`src/rtl/prbs_chk_sync.sv`:
```
module prbs_chk_sync #(
   parameter int W         = 8,
   parameter int LOCK_BITS = 64,
   parameter int WIN_BITS  = 64,
   parameter int LOSS_ERRS = 16
) (
   input  logic                     clk,
   input  logic                     rst_n,
   input  logic                     valid,
   input  logic [$clog2(W+1)-1:0]   word_errs,
   output logic                     locked
);

   localparam int NW         = $clog2(W + 1);
   localparam int LOCK_WORDS = LOCK_BITS / W;
   localparam int WIN_WORDS  = WIN_BITS / W;
   localparam int RUN_W      = $clog2(LOCK_WORDS + 1);
   localparam int WW         = $clog2(WIN_WORDS + 1);
   localparam int EW         = $clog2(LOSS_ERRS + W + 1);

   if (NW > EW) begin : g_bad_width
      $error("prbs_chk_sync: error-sum width too narrow");
   end

   logic             locked_q;
   logic [RUN_W-1:0] run_q;
   logic [WW-1:0]    win_words_q;
   logic [EW-1:0]    win_errs_q;
   logic [EW-1:0]    err_sum;

   assign err_sum = win_errs_q + EW'(word_errs);
   assign locked  = locked_q;

   always_ff @(posedge clk) begin
      if (!rst_n) begin
         locked_q    <= 1'b0;
         run_q       <= '0;
         win_words_q <= '0;
         win_errs_q  <= '0;
      end else if (valid) begin
         if (!locked_q) begin
            if (word_errs == '0) begin
               if (run_q == RUN_W'(LOCK_WORDS - 1)) begin
                  locked_q    <= 1'b1;
                  run_q       <= '0;
                  win_words_q <= '0;
                  win_errs_q  <= '0;
               end else begin
                  run_q <= run_q + RUN_W'(1);
               end
            end else begin
               run_q <= '0;
            end
         end else begin
            if (err_sum > EW'(LOSS_ERRS)) begin
               locked_q <= 1'b0;
               run_q    <= '0;
            end else if (win_words_q == WW'(WIN_WORDS - 1)) begin
               win_words_q <= '0;
               win_errs_q  <= '0;
            end else begin
               win_words_q <= win_words_q + WW'(1);
               win_errs_q  <= err_sum;
            end
         end
      end
   end

endmodule

```
`config.mk`:
```
export PLATFORM = sky130hd
export DESIGN_NAME = prbs_chk_sync
export DESIGN_NICKNAME = d
export VERILOG_FILES = /design/src/rtl/prbs_chk_sync.sv
export SDC_FILE = /design/constraint.sdc
export NUM_CORES = 1
export LEC_CHECK = 0
export BUFFER_PORTS_ARGS = -buffer_cell sky130_fd_sc_hd__buf_2
export CAP_MARGIN = 10
export CORE_AREA = 2 2 44 46
export DETAILED_ROUTE_END_ITERATION = 10
export DIE_AREA = 0 0 46 48
export PLACE_DENSITY = 0.73
export SLEW_MARGIN = 20
export SYNTH_ARGS = -nofsm -noshare
export SYNTH_HDL_FRONTEND = slang
export SYNTH_SLANG_ARGS = --single-unit
```
`constraint.sdc`:
```
create_clock -name clk -period 2.96 [get_ports clk]
set_input_delay 0.296 -clock clk [delete_from_list [all_inputs] [get_ports clk]]
set_output_delay 0.296 -clock clk [all_outputs]
set_load 0.005 [all_outputs]
```
### Word-level counts from Yosys, hierarchy flattened

Index checks and enable logic that the tools add are counted.

| operators by class | value |
|---|---|
| equality and inequality tests | 4 |
| mux-type cells | 18 |
| add/sub/neg operators | 3 |
| order comparisons | 1 |
| reductions and logical operators | 5 |

Operator list:

| kind | count |
|---|---|
| $mux W4 | 9 |
| $mux W5 | 5 |
| $add A4 B1 Y4 const B | 2 |
| $eq A4 B3 Y1 const B | 2 |
| $add A5 B4 Y5 | 1 |
| $gt A5 B5 Y1 const B | 1 |
| $logic_not A4 Y1 | 1 |
| $mux W1 | 4 |
| $reduce_and A4 Y1 | 1 |
| $reduce_bool A2 Y1 | 2 |
| $ne A2 B1 Y1 const B | 1 |
| $ne A2 B2 Y1 const B | 1 |
| $reduce_and A2 Y1 | 1 |

| storage, ports and cells | value |
|---|---|
| register bits | 14 |
| output and inout bits | 1 |
| logic and storage cells | 35 |
| bits of input ports | 7 |

### Longest topological paths before layout

| logic depth | value |
|---|---|
| depth after elaboration | 4 |
| mapped depth | 8 |
| mapped depth without buffers | 7 |

### Worst setup path before layout

OpenSTA, ideal clock, no wires.

| timing | value |
|---|---|
| path kind | in2reg |
| start point | in word_errs[0] |
| end point | reg win_errs_q[0] |
| data arrival time | 2.082 ns |
| path slack | 0.759 ns |
| required time | 2.841 ns |
| library setup time | 0.119 ns |
| stages on the path | 8 |
| buffers on the path | 1 |
| path through | ha_1 fa_1 or3b_1 a211oi_2 nor4_4 a21o_1 buf_6 mux2i_1 |

| between the ends | value |
|---|---|
| longest elaborated chain between the ends | 4 |
| elaborated cells between the ends (all ways) | 9 |
| classes of those cells | add/sub: 1; order compare: 1; eq/ne: 1; mux: 3; reduce/logical: 3 |

Ends and longest elaborated chain:

| what | line | RTL |
|---|---|---|
| from (decl) | 10 | `input logic [$clog2(W+1)-1:0] word_errs,` |
| $add A5 B4 Y5 | 31 | `assign err_sum = win_errs_q + EW'(word_errs);` |
| $gt A5 B5 Y1 or $mux W5 (tied branches) | 55, 58 |  |
| $ne A2 B2 Y1 (no line) or $mux W5 (tied branches) | n/a |  |
| $reduce_and A4 Y1 (no line) or $mux W5 (tied branches) | n/a |  |
| to (signal assigned) | 63 | `win_errs_q <= err_sum;` |
| to (decl) | 28 | `logic [EW-1:0] win_errs_q;` |

Parallel ways exist; a longest one is shown, timed or not. The select of a mux whose other input is x is not followed.
A chain may end at the register's enable or synchronous reset.

### Worst setup path after layout

| timing | value |
|---|---|
| start point | reg win_errs_q[0] |
| end point | reg win_errs_q[4] |

| between the ends | value |
|---|---|
| longest elaborated chain between the ends | 4 |
| elaborated cells between the ends (all ways) | 7 |
| classes of those cells | add/sub: 1; order compare: 1; eq/ne: 1; mux: 3; reduce/logical: 1 |

Ends and longest elaborated chain:

| what | line |
|---|---|
| $add A5 B4 Y5 * | 31 |
| $gt A5 B5 Y1 or $mux W5 (tied branches) | 55, 58 |
| $ne A2 B2 Y1 (no line) or $mux W5 (tied branches) | n/a |
| $reduce_and A4 Y1 (no line) or $mux W5 (tied branches) | n/a |

Every way passes the cells marked *; elsewhere a longest branch is shown, timed or not. The select of a mux whose other input is x is not followed.

==> implementation parameters <==
Parameter                              Value

Worst hold path
  Hold path start ... valid
  Hold Path Cell Cnt ... 2
  Class of the tightest hold or removal check ... in2reg
  Min-Delay Endpoint ... locked

STA
  Share of the clock period used by the worst path after layout ... 87.9%
  Post-route minimum period ... 2.60 ns
  Tightest Pin Transition ... roughly 0.6 ns
  Unrepaired setup endpoints after global routing ... false
  Upper clock frequency limit ... ~380 MHz
  Worst setup skew after layout ... between 0.002 and 0.003 ns
  Rel. slew slack ... 60.6%
  Total Neg Setup Slack ... 0 ns
  Hold Violations, Final ... 0
  Final setup violation count ... 0
  Total count of max-transition violations in the final report ... 0
  Final-layout worst hold slack ... 0.323 ns

Synth
  Share of flip-flops with an asynchronous set or reset ... 0%
  Most frequent cells after synthesis ... nand2_1 (20), dfxtp_1 (14), mux2i_1 (10)
  Most instantiated library cell after synthesis ... nand2_1
  Number of enable-type register cells in the synthesized netlist ... 0
  Netlist area before placement ... 920 sq um
  Top flip-flop cell by instance count after synthesis ... dfxtp_1
  Number of flip-flops and latches in the synthesized netlist ... 14
  Top cell type's share of synthesized area ... a little under a third
  Part of the Yosys area used for sequential elements ... 30.5%
  Synthesized net count ... around 120
  Synth unique cells ... 37
  Avg Cell Area, Syn ... about 8.6 sq um
  Dominant cell type by area after synthesis ... dfxtp_1
  Leading post-synthesis cells by cell area ... dfxtp_1 (30%), mux2i_1 (11%), ha_1 (8.2%), nand2_1 (8.2%), nand3_1 (4.4%)
  Count of mapped cells out of synthesis ... 107
  YS warnings ... 0

Clock network
  Number of hold buffers added after CTS ... 0
  CTS tree ... done
  Root buf cell ... clkbuf_4
  Post-CTS clock slew at the launch and capture registers of the worst setup and hold paths ... 0.09 ns
  Number of sinks on the clock net ... 14
  Number of resized instances in the post-cts repair step ... 0
  Post-CTS Setup Bufs ... 0
  Clock latency reported for the late side of the worst-skew pair ... 0.28 ns
  TritonCTS buffer count ... 3
  # H-tree levels ... 1
  Deepest clock path buffer count ... 2

Die
  Number of top-level design ports ... 8
  Number of placement rows ... 15
  Starting density of the core ... 54.4%
  Height of the chip ... 48 um
  Core Region ... between 1500 and 2000 sq um
  Die width ... 46 um
  Die outline area ... 2210 sq um

Drt
  Initial detailed-routing violation count ... 15
  Top Layer Used ... met4
  Number of routed nets with antenna violations ... 0
  Final routed DRC violation total ... 0
  Drt total wl ... 1.74 mm
  First-pass DRT Iterations ... 4
  Detailed-route wire length on metal 1 ... 894 um
  Length of routed met3 wiring ... 60 um
  Final routed wire length divided by cell count ... 13.4 um
  Routed wire length on met2 ... 754 um
  Avg Vias per Cell ... 5.85
  Detailed-route via count ... 761

Critical path
  Category of the critical setup timing path ... reg2reg
  Slack of the worst reg-to-reg path ... 0.36 ns
  Largest delay contributor family on the critical path ... compound AO/OA/AOI/OAI gates
  CP arrival ... 2.82 ns
  Cells along the critical path ... ha_1 -> fa_1 -> a211oi_1 -> nor3b_1 -> nor4_4 -> a21o_1 -> mux2i_1
  CP Buf/Inv Count ... 0
  Worst reg2reg endpoint ... win_errs_q[4]
  Delay of the slowest cell on the worst path ... 0.46 ns
  Number of logic stages on the critical path including buffering ... 7
  Critical Path Fanout Max ... 9
  Count of cells along the worst register-to-register path ... 7
  Worst Path Required ... 3.17 ns
  Slowest stage cell, crit path ... a21o_1
  Reg2reg start ... win_errs_q[0]
  Critical path startpoint category ... flop
  Critical path capture point type ... flop

Layout
  Area Overhead vs Synth ... 7.21%
  Diode count ... 0
  Fill cell instance count of the final layout ... 153
  Final non-filler cell total ... 130
  Post-layout instance area ... 986 sq um
  Layout cells sized above 1 ... 15.9%
  Final-stage net count ... 128

Pwr
  Leakage power total ... 0.419 nW
  Highest ir drop seen on vdd ... approximately 0.24 mV
  Pwr Density ... 356 nW/um^2
  Power Total ... 0.351 mW

Global routing
  Global-route wire length before repair ... around 3.0 mm
  Final global-route overflow total ... 0
  Initial antenna violation count ... 0
  Number of global-route vias before repair ... 672
  Largest net degree at the start of global routing ... 21
  Total GRT Usage ... 19.0%

Placement
  Detailed placer's ending HPWL ... 1.32 mm
  Post-DP Area ... 950 sq um
  Number of port buffers ... 7
  DP Cell Count ... 126
  Placer's final routability congestion estimate ... 0.883

Outcome
  Status ... completed

Run
  Max-cap viol count ... 0
## registers in the layout, indices dropped and copies added (netlist names)
register,flops
run_q,4
win_errs_q,5
win_words_q,4
locked,1
## logic make-up after synthesis
group / count (synthesis) / synth area share (%)
compound gates: 17 / 13.5
simple gates: 48 / 28.4
fa+ha+maj: 7 / 10.3
flops: 14 / 30.5
buf+inv: 9 / 4.49
mux: 10 / 10.9
xor+xnor: 2 / 1.91
## routing by layer
metal,vias up,GRT usage (%)
met1,347,26.5
li1,396,-
met4,0,6.86
met5,-,0
met3,4,3.40
met2,14,29.4
## per-stage QoR
| step | setup WS, ns | utilization (%) |
|---|---|---|
| after CTS | 0.362 | 58.4 |
| after floorplan | 0.759 | - |
| final | 0.357 | 58.4 |
| after detailed placement | 0.277 | 56.2 |
| after global routing | 0.140 | 58.4 |
| after global placement | 0.370 | 56.2 |
## how the worst max path moves through the flow
stage,to,start
after floorplan,win_errs_q[0],word_errs[0]
after global placement,win_errs_q[1],word_errs[0]
after detailed placement,win_errs_q[4],word_errs[0]
after CTS,win_errs_q[4],win_errs_q[0]
after global routing,win_errs_q[2],win_errs_q[0]
final,win_errs_q[4],win_errs_q[0]
## final cells by class
type                            instances  area [sq um]  share of cell area [%]
Tap cell                               17          21.3                    2.16
Timing Repair Buffer                    7          35.0                    3.55
Multi-Input combinational cell         84           598                    60.7
Clock buffer                            4          36.3                    3.68
Sequential cell                        14           280                    28.4
Inverter                                4          15.0                    1.52
## cell usage in the layout, fill, tap and decap left out, types with 2 or more instances in the layout
cell,netlist,layout
a21o_1,2,2
a21oi_1,3,3
and2_1,2,2
buf_2,0,7
clkbuf_4,0,3
dfxtp_1,14,14
ha_1,6,6
inv_1,4,4
mux2i_1,10,10
nand2_1,20,20
nand3_1,8,8
nor2_1,5,5
nor3_1,2,2
nor3b_1,2,2
o21ai_0,2,2
## report_power, final
group | switching, mW | internal, mW | total [mW] | leakage (nW)
registers | 0.000192 | 0.188 | 0.189 | 0.113
logic | 0.0147 | 0.00843 | 0.0231 | 0.286
clock network | 0.0642 | 0.0749 | 0.139 | 0.0210
total | 0.0791 | 0.272 | 0.351 | 0.419
Note: power is estimated with default switching activity, not from simulation.
